[config.mk]
export PLATFORM = sky130hd
export DESIGN_NAME = clock_victim_sel
export DESIGN_NICKNAME = d
export VERILOG_FILES = /design/src/rtl/clock_victim_pkg.sv /design/src/rtl/victim_frame_bits.sv /design/src/rtl/victim_hand_ctrl.sv /design/src/rtl/clock_victim_sel.sv
export SDC_FILE = /design/constraint.sdc
export NUM_CORES = 1
export LEC_CHECK = 0
export CORE_MARGIN = 2
export CORE_UTILIZATION = 36
export CTS_CLUSTER_DIAMETER = 40
export CTS_CLUSTER_SIZE = 10
export DETAILED_ROUTE_END_ITERATION = 12
export DONT_BUFFER_PORTS = 1
export GPL_TIMING_DRIVEN = 0
export PLACE_DENSITY = 0.57
export SLEW_MARGIN = 20
export SYNTH_ARGS = -nofsm -noshare
export SYNTH_HDL_FRONTEND = slang
export SYNTH_SLANG_ARGS = --single-unit
[constraint.sdc]
create_clock -name clk -period 2.05 [get_ports clk]
set_input_delay 0.3075 -clock clk [delete_from_list [all_inputs] [get_ports clk]]
set_output_delay 0.3075 -clock clk [all_outputs]
set_load 0.01 [all_outputs]
[src/rtl/clock_victim_pkg.sv]
`timescale 1ns/1ps
package clock_victim_pkg;
  typedef enum logic [0:0] {
    SWEEP_IDLE = 1'b0,
    SWEEP_RUN  = 1'b1
  } sweep_state_e;
endpackage

[src/rtl/victim_frame_bits.sv]
`timescale 1ns/1ps
module victim_frame_bits #(
  parameter int NUM_FRAMES = 8,
  parameter int IDX_W      = 3
) (
  input  logic                  clk,
  input  logic                  rst_n,
  input  logic                  acc_valid,
  input  logic [IDX_W-1:0]      acc_idx,
  input  logic                  acc_write,
  input  logic                  step_valid,
  input  logic                  take_valid,
  input  logic [IDX_W-1:0]      sel_idx,
  output logic [NUM_FRAMES-1:0] use_vec,
  output logic [NUM_FRAMES-1:0] mod_vec
);

  logic [NUM_FRAMES-1:0] hit;
  logic [NUM_FRAMES-1:0] under_hand;
  logic [NUM_FRAMES-1:0] use_en;
  logic [NUM_FRAMES-1:0] use_d;
  logic [NUM_FRAMES-1:0] mod_en;
  logic [NUM_FRAMES-1:0] mod_d;
  logic [NUM_FRAMES-1:0] use_q;
  logic [NUM_FRAMES-1:0] mod_q;

  // Per-frame next-state: an access always wins over the sweep.
  for (genvar g = 0; g < NUM_FRAMES; g++) begin : g_frame
    assign hit[g]        = acc_valid && (acc_idx == IDX_W'(g));
    assign under_hand[g] = (sel_idx == IDX_W'(g));
    assign use_en[g]     = hit[g] || (step_valid && under_hand[g]);
    assign use_d[g]      = hit[g];
    assign mod_en[g]     = (hit[g] && acc_write) || (take_valid && under_hand[g]);
    assign mod_d[g]      = hit[g] && acc_write;

    AST_ACC_SETS_USE: assert property (@(posedge clk) disable iff (!rst_n)
      hit[g] |=> use_q[g]);
    AST_WR_SETS_MOD: assert property (@(posedge clk) disable iff (!rst_n)
      (hit[g] && acc_write) |=> mod_q[g]);
    AST_PASS_CLEARS_USE: assert property (@(posedge clk) disable iff (!rst_n)
      (step_valid && !take_valid && under_hand[g] && !hit[g]) |=> !use_q[g]);
    AST_COLLIDE_KEEPS_USE: assert property (@(posedge clk) disable iff (!rst_n)
      (step_valid && under_hand[g] && hit[g]) |=> use_q[g]);
    AST_TAKE_CLEARS_BOTH: assert property (@(posedge clk) disable iff (!rst_n)
      (take_valid && under_hand[g]) |=> (!use_q[g] && !mod_q[g]));
  end

  always_ff @(posedge clk or negedge rst_n) begin
    if (!rst_n) begin
      use_q <= '0;
      mod_q <= '0;
    end else begin
      for (int i = 0; i < NUM_FRAMES; i++) begin
        if (use_en[i]) use_q[i] <= use_d[i];
        if (mod_en[i]) mod_q[i] <= mod_d[i];
      end
    end
  end

  assign use_vec = use_q;
  assign mod_vec = mod_q;

endmodule

[src/rtl/victim_hand_ctrl.sv]
`timescale 1ns/1ps
module victim_hand_ctrl
  import clock_victim_pkg::*;
#(
  parameter int NUM_FRAMES = 8,
  parameter int IDX_W      = 3
) (
  input  logic                  clk,
  input  logic                  rst_n,
  input  logic                  vic_req,
  input  logic                  acc_valid,
  input  logic [IDX_W-1:0]      acc_idx,
  input  logic [NUM_FRAMES-1:0] use_vec,
  input  logic [NUM_FRAMES-1:0] mod_vec,
  output logic                  step_valid,
  output logic                  take_valid,
  output logic [IDX_W-1:0]      sel_idx,
  output logic                  vic_valid,
  output logic [IDX_W-1:0]      vic_idx,
  output logic                  vic_dirty
);

  localparam logic [IDX_W-1:0] LAST_IDX = IDX_W'(NUM_FRAMES - 1);
  localparam int               CNT_W    = $clog2(NUM_FRAMES + 2) + 1;
  localparam logic [CNT_W-1:0] CNT_MAX  = '1;
  localparam logic [CNT_W-1:0] STEP_LIM = CNT_W'(NUM_FRAMES);

  sweep_state_e     state_q, state_d;
  logic [IDX_W-1:0] hand_q, hand_d;
  logic             vv_q, vv_d;
  logic [IDX_W-1:0] vidx_q, vidx_d;
  logic             vdirty_q, vdirty_d;
  logic             out_en;
  logic             hit_here;
  logic             use_eff;

  // Next-state logic
  always_comb begin
    hit_here   = acc_valid && (acc_idx == hand_q);
    use_eff    = use_vec[hand_q] || hit_here;
    step_valid = (state_q == SWEEP_RUN);
    take_valid = step_valid && !use_eff;
    state_d    = state_q;
    hand_d     = hand_q;
    if (state_q == SWEEP_IDLE) begin
      if (vic_req) state_d = SWEEP_RUN;
    end else begin
      hand_d = (hand_q == LAST_IDX) ? '0 : hand_q + 1'b1;
      if (take_valid) state_d = SWEEP_IDLE;
    end
    vv_d     = take_valid;
    out_en   = take_valid;
    vidx_d   = hand_q;
    vdirty_d = mod_vec[hand_q];
  end

  // Registers
  always_ff @(posedge clk or negedge rst_n) begin
    if (!rst_n) begin
      state_q  <= SWEEP_IDLE;
      hand_q   <= '0;
      vv_q     <= 1'b0;
      vidx_q   <= '0;
      vdirty_q <= 1'b0;
    end else begin
      state_q <= state_d;
      hand_q  <= hand_d;
      vv_q    <= vv_d;
      if (out_en) begin
        vidx_q   <= vidx_d;
        vdirty_q <= vdirty_d;
      end
    end
  end

  assign sel_idx   = hand_q;
  assign vic_valid = vv_q;
  assign vic_idx   = vidx_q;
  assign vic_dirty = vdirty_q;

  // Sweep-length window tracked by a counter for the bound check
  logic [CNT_W-1:0] steps_q;
  logic             acc_seen_q;
  always_ff @(posedge clk or negedge rst_n) begin
    if (!rst_n) begin
      steps_q    <= '0;
      acc_seen_q <= 1'b0;
    end else if (state_q == SWEEP_RUN) begin
      if (steps_q != CNT_MAX) steps_q <= steps_q + 1'b1;
      if (acc_valid) acc_seen_q <= 1'b1;
    end else begin
      steps_q    <= '0;
      acc_seen_q <= 1'b0;
    end
  end

  AST_SWEEP_BOUND: assert property (@(posedge clk) disable iff (!rst_n)
    (state_q == SWEEP_RUN && !acc_seen_q) |-> (steps_q <= STEP_LIM));
  AST_HAND_AFTER_VICTIM: assert property (@(posedge clk) disable iff (!rst_n)
    vv_q |-> (hand_q == ((vidx_q == LAST_IDX) ? '0 : vidx_q + 1'b1)));
  AST_HAND_HOLDS_IDLE: assert property (@(posedge clk) disable iff (!rst_n)
    (state_q == SWEEP_IDLE) |=> $stable(hand_q));
  AST_VICTIM_PULSE: assert property (@(posedge clk) disable iff (!rst_n)
    vv_q |=> !vv_q);
  AST_VICTIM_MARKS_CLEAR: assert property (@(posedge clk) disable iff (!rst_n)
    vv_q |-> (!use_vec[vidx_q] && !mod_vec[vidx_q]));
  AST_REQ_IGNORED_BUSY: assert property (@(posedge clk) disable iff (!rst_n)
    (state_q == SWEEP_RUN && !take_valid) |=> (state_q == SWEEP_RUN));

endmodule

[src/rtl/clock_victim_sel.sv]
`timescale 1ns/1ps
module clock_victim_sel #(
  parameter int NUM_FRAMES = 8,
  parameter int IDX_W      = (NUM_FRAMES > 1) ? $clog2(NUM_FRAMES) : 1
) (
  input  logic             clk,
  input  logic             rst_n,
  input  logic             acc_valid,
  input  logic [IDX_W-1:0] acc_idx,
  input  logic             acc_write,
  input  logic             vic_req,
  output logic             vic_valid,
  output logic [IDX_W-1:0] vic_idx,
  output logic             vic_dirty
);

  logic [NUM_FRAMES-1:0] use_vec;
  logic [NUM_FRAMES-1:0] mod_vec;
  logic                  step_valid;
  logic                  take_valid;
  logic [IDX_W-1:0]      sel_idx;

  victim_frame_bits #(
    .NUM_FRAMES (NUM_FRAMES),
    .IDX_W      (IDX_W)
  ) u_bits (
    .clk        (clk),
    .rst_n      (rst_n),
    .acc_valid  (acc_valid),
    .acc_idx    (acc_idx),
    .acc_write  (acc_write),
    .step_valid (step_valid),
    .take_valid (take_valid),
    .sel_idx    (sel_idx),
    .use_vec    (use_vec),
    .mod_vec    (mod_vec)
  );

  victim_hand_ctrl #(
    .NUM_FRAMES (NUM_FRAMES),
    .IDX_W      (IDX_W)
  ) u_hand (
    .clk        (clk),
    .rst_n      (rst_n),
    .vic_req    (vic_req),
    .acc_valid  (acc_valid),
    .acc_idx    (acc_idx),
    .use_vec    (use_vec),
    .mod_vec    (mod_vec),
    .step_valid (step_valid),
    .take_valid (take_valid),
    .sel_idx    (sel_idx),
    .vic_valid  (vic_valid),
    .vic_idx    (vic_idx),
    .vic_dirty  (vic_dirty)
  );

endmodule

### Word-level counts from Yosys, hierarchy flattened

Index checks and enable logic that the tools add are counted.

* bits in registers: 25
* latch bits: 0
* RAM bits: 0
* ROM bits: 0
* bits of input ports: 8
* word-level logic and storage cells: 100
* memories: 0

* add/sub/neg operators: 1
* $mul: 0
* div/mod/pow operators: 0
* order comparisons: 1
* equality and inequality tests: 15
* shift operators: 0
* mux-type cells: 8
* bitwise operators: 0
* reduce and logical (&&, ||, !) cells: 54

Operators by type and width (count)
* $logic_and 1x1->1: 34
* $eq 3x3->1 const B: 8
* $logic_or 1x1->1: 17
* $eq 3x2->1 const B: 4
* $bmux 1 s3: 2
* $eq 3x1->1 const B: 2
* $logic_not 3->1: 2
* $mux 1: 5
* $lt 3x4->1 const B: 1
* $add 3x1->3 const B: 1
* $eq 3x3->1: 1
* $mux 3: 1
* $logic_not 1->1: 1

### Longest topological paths before layout

* depth after elaboration: 7
* depth in mapped cells: 7
* gate-level depth less buffers: 5

### By module

A second synthesis with hierarchy kept.

* cell total of the unflattened synthesis: 97
* area, all modules: 1296.2 um^2

Modules (own cells, without submodules)
* victim_frame_bits: instances 1, cells an instance 63, area an instance 759.5 um^2
* victim_hand_ctrl: instances 1, cells an instance 34, area an instance 536.8 um^2

### Worst setup path after synthesis

No wires, ideal clock.

* kind: register to register
* start point: register u_hand.hand_q[0], in the netlist u_hand.sel_idx[0]
* end point: register u_hand.vidx_q[0], in the netlist u_hand.vic_idx[0]
* setup time: 125 ps
* arrival time: 1692 ps
* required time: 1925 ps
* setup slack: 234 ps
* stages on the path, launching flop included: 7
* cells stage by stage: dfrtp_1 buf_4 mux4_2 nand2_1 and4_1 buf_4 mux2_2

* cells in the longest elaborated chain, start to end: 5

Ends and longest elaborated chain
* from (decl): line victim_hand_ctrl.sv:29 `logic [IDX_W-1:0] hand_q, hand_d;`
* from (signal assigned): line victim_hand_ctrl.sv:67 `hand_q <= hand_d;`
* $bmux 1 s3 or $eq 3x3->1 (tied branches): line victim_hand_ctrl.sv:40, victim_hand_ctrl.sv:39
* $mux 1 (not written as such) or $logic_and 1x1->1 (tied branches): line victim_hand_ctrl.sv:40, victim_hand_ctrl.sv:39
* $logic_or 1x1->1: line victim_hand_ctrl.sv:40 `use_eff = use_vec[hand_q] || hit_here;`
* $logic_not 1->1: line victim_hand_ctrl.sv:42 `take_valid = step_valid && !use_eff;`
* $logic_and 1x1->1: line victim_hand_ctrl.sv:42
* to (signal assigned): line victim_hand_ctrl.sv:70 `vidx_q <= vidx_d;`
* to (decl): line victim_hand_ctrl.sv:31 `logic [IDX_W-1:0] vidx_q, vidx_d;`

Several ways; a longest one is shown, not always the timed one. The select of a mux whose other input is x is not followed.
A chain may end at the register's enable or synchronous reset.

### Final worst setup path

Same ends and word-level chain as after synthesis.

==> PnR_summary.wiki <==
{| class="wikitable"
! Metric !! Value
|-
| Result of the run || complete, no violations
|-
| Reported max-cap violation count || 0
|-
| Largest stage delay on the critical path || 0.51 ns
|-
| Pint || 1.35 mW
|-
| Die Area || between 4000 and 5000 µm²
|-
| Endpoints failing hold || 0
|-
| Final nets || 146
|-
| Multi-input combinational cell area || 612 µm²
|-
| Final setup violation count || 0
|-
| Post-detailed-route DRC marker count || 0
|-
| Via total after detailed routing || 964
|-
| Met2 wirelength from detailed routing || 1310 µm
|-
| Dominant cells by area after synthesis || dfrtp_1 (48%), mux4_2 (6.9%), nand2_1 (6.0%)
|-
| Net Count, Synth || 139
|-
| Total routing resource utilization after global routing || 0.152
|-
| Detailed-router iteration count before antenna repair || 4
|-
| Crit Reg-Reg Startpoint || u_hand.sel_idx[0]
|-
| GPL Wtd Cong || 0.804
|-
| Count of distinct cell types in the synthesized netlist || 31
|-
| Routed via count divided by cell count || 5.45
|-
| Data arrival time at the worst-slack endpoint || 2.18 ns
|-
| Leakage component of the power || 0.627 nW
|-
| Antenna Nets Post-Route || 0
|-
| Number of clock sinks seen by CTS || 25
|-
| Setup slack on the worst flop-to-flop path || 0.11 ns
|-
| Root buffer cell || clkbuf_4
|-
| Post-detailed-routing wire length || 2870 µm
|-
| Number of I/O pins || 13
|-
| Worst-path fanout max || 8
|-
| Setup CP Type || flip-flop to flip-flop
|-
| Syn Std Cell Area || 1310 µm²
|-
| Worst Clk Skew || 0.0150 ns
|-
| Count of input and output buffers || 0
|-
| Worst Path Required || 2.29 ns
|-
| Clock slew at reported path FFs || 0.15 ns
|-
| Die width || 64.4 µm
|-
| Insertion delay of the later-clocked pin in the worst-skew pair || 0.33 ns
|-
| Switch share || 0.392
|-
| Maximum buffer depth of the clock tree || 2
|-
| N_diodes || 0
|-
| Mean instance size in the synthesized netlist || 10.5 µm²
|-
| Maximum number of pins on one net before global-route repair || 26
|-
| Global-route wire length before repair || 4740 µm
|-
| Headroom to the max-slew limit || 0.544
|-
| Worst Hold End || u_hand.step_valid
|-
| Highest metal layer with signal wires || met4
|-
| Detailed Place HPWL || between 2000 and 2500 µm
|-
| Share of total power in sequential cells || 0.408
|-
| Largest area contributor in the synthesized netlist || dfrtp_1
|-
| Via count of the first global-routing pass || 944
|-
| Worst reg-to-reg path cell count || 6
|-
| Post-route fraction of the period consumed by the critical path || 0.944
|-
| Crit path setup slack, layout || 0.114 ns
|-
| Post-placement worst setup slack || 0.0599 ns
|-
| Die Ht || 64.4 µm
|-
| Synthesis-stage register bit count || 25
|-
| Measured slew at the worst slew-check pin || roughly 0.7 ns
|-
| Site row count || 21
|-
| P_sw || 867 µW
|-
| Part of the Yosys area used for sequential elements || 0.476
|-
| Setup TNS after final layout || 0 ns
|-
| Ordered list of cells on the worst path || buf_6 -> mux4_2 -> nand2_1 -> and4_1 -> buf_4 -> mux2_2
|-
| Post-synthesis cell count || 125
|-
| H-Tree Level Count || 1
|-
| Antenna violations before repair || 0
|-
| Highest clock rate || 517 MHz
|-
| Final Slew Violations || 0
|-
| Total power of the final layout || 2.21 mW
|-
| Cell depth of the worst hold path || 2
|-
| Number of filler instances in the final layout || 350
|-
| Share of power burned in combinational logic || 0.488
|-
| Number of post-CTS setup repair buffers || 0
|-
| Final critical delay including setup and external delays || 1.94 ns
|-
| Inserted Clock Buffers || 3
|-
| TritonCTS clock tree || done
|-
| Effective utilization at floorplan || 0.385
|-
| Startpoint type of the worst setup path || flip-flop
|-
| Critical R2R Capture || u_hand.vic_idx[0]
|-
| Sum of met3 wire segment lengths after detailed routing || about 200 µm
|-
| Number of warnings reported in the yosys synthesis log || 0
|-
| Post-synth top area share || 0.476
|-
| Hold path startpoint || vic_req
|-
| Crit end category || flip-flop
|-
| Grt total ovfl || 0
|-
| Share of post-route cells with drive strength above 1 || 0.130
|-
| Register area || 626 µm²
|-
| Unrepaired setup endpoints after global routing || no
|-
| Initial DRC count || 46
|-
| Total power density per cell area || 1540 nW/µm²
|-
| Crit-path slowest cell || mux4_2
|-
| Floorplan core area || 3420 µm²
|-
| Routed len/inst || between 15 and 20 µm
|-
| Syn-to-layout area delta || 9.24%
|-
| Metal-1 WL || 1320 µm
|-
| Worst hold path type || primary input to flip-flop
|-
| Worst voltage drop across the vdd grid || approximately 0.9 mV
|-
| Part of the total power dissipated in the clock network || 0.105
|}
-- metal layers --
layer | vias up | track usage
li1 | 456 | -
met1 | 480 | 0.217
met2 | 24 | 0.229
met3 | 4 | 0.0434
met4 | 0 | 0.0399
met5 | - | 0
-- power by group through the flow --
stage / clock network [mW] / logic, mW / registers, mW
CTS: 0.242 / 1.08 / 0.902
floorplan: 0 / 0.857 / 0.867
global route: 0.266 / 1.19 / 0.934
finish: 0.231 / 1.08 / 0.902
detailed placement: 0 / 1.07 / 0.913
global placement: 0 / 1.05 / 0.904
-- cells in the final DEF, fill, tap and decap left out, drive strengths merged, types with 2 or more instances in the layout --
| master | n |
|---|---|
| a21oi | 4 |
| a22o | 4 |
| a31oi | 2 |
| a41oi | 6 |
| buf | 6 |
| clkbuf | 7 |
| dfrtp | 25 |
| ha | 6 |
| inv | 7 |
| mux2 | 4 |
| mux4 | 4 |
| nand2 | 21 |
| nand3 | 6 |
| nor2 | 4 |
| nor2b | 2 |
| o21ai | 6 |
| o21bai | 2 |
| o22ai | 2 |
| xnor2 | 3 |
-- flip-flops by register name (all words and copies together) (netlist names) --
register and cells:
u_hand.vic_dirty 1, u_hand.step_valid 1, u_hand.vic_valid 1, u_hand.sel_idx 3, u_bits.mod_vec 8, u_hand.vic_idx 3, u_bits.use_vec 8
-- logic make-up (layout without fill, tap and decap cells) --
kind of cell | Yosys count | count (layout) | synth area share
xor gates and xnor gates | 3 | 3 | 0.0200
muxes | 9 | 9 | 0.110
AOI/OAI and AO/OA | 26 | 26 | 0.135
adders and majority gates | 6 | 6 | 0.0571
buffers and inverters | 16 | 22 | 0.0581
and+or+nand+nor | 40 | 40 | 0.143
DFF | 25 | 25 | 0.476
-- worst max-delay path, delay by kind of cell, from the launching register on --
kind / cells / cell delay [ns]
DFF: 1 / 0.41
and+or+nand+nor: 2 / 0.28
buffers and inverters: 2 / 0.32
muxes: 2 / 0.84
-- cell usage after synthesis (all sizes together) --
cell type,instances
a21oi,4
a22o,4
a31oi,2
a41oi,6
and3,1
and3b,1
and4,1
buf,5
clkbuf,4
dfrtp,25
ha,6
inv,7
mux2,4
mux2i,1
mux4,4
nand2,21
nand3,6
nand3b,1
nand4,1
nor2,4
nor2b,2
nor3b,1
o21ai,6
o21bai,2
o22ai,2
or2,1
xnor2,3
-- area by class of cell --
type | count | share of cell area
inverter | 7 | 0.0183
clock inverter | 1 | 0.00523
buffer | 9 | 0.0375
multi-input combinational | 84 | 0.426
sequential | 25 | 0.436
clock buffer | 3 | 0.0157
tap | 46 | 0.0401
timing repair buffer | 2 | 0.0209
-- metrics by stage --
step                       util  hold slack [ns]  instances  area [µm²]
after detailed placement  0.401           0.0129        171        1370
after CTS                 0.419           0.0911        177        1430
after global routing      0.420            0.100        177        1440
after global placement    0.401           0.0128        171        1370
after floorplan               -           0.0119        125        1310
final                     0.420            0.102        177        1440
-- how the worst max path moves through the flow --
stage	start	to	slack, ns	cells past startpoint
after detailed placement	u_hand.sel_idx[0]	u_hand.vic_idx[0]	0.06	6
final	u_hand.sel_idx[0]	u_hand.vic_idx[0]	0.11	6
after global placement	u_hand.sel_idx[0]	u_hand.vic_idx[0]	0.1	6
after global routing	u_hand.sel_idx[0]	u_hand.vic_idx[0]	0.02	6
after CTS	u_hand.sel_idx[0]	u_hand.vic_idx[0]	0.05	6
after floorplan	u_hand.sel_idx[0]	u_hand.vic_idx[0]	0.23	6
-- timing repair --
action / 4_1_cts / 5_1_grt
gates resized for setup: 0 / 1
setup endpoints to repair: 0 / 3
hold buffers: 2 / 0
endpoints found under the hold margin: 25 / 0
Power figures use the tool's default switching activity.
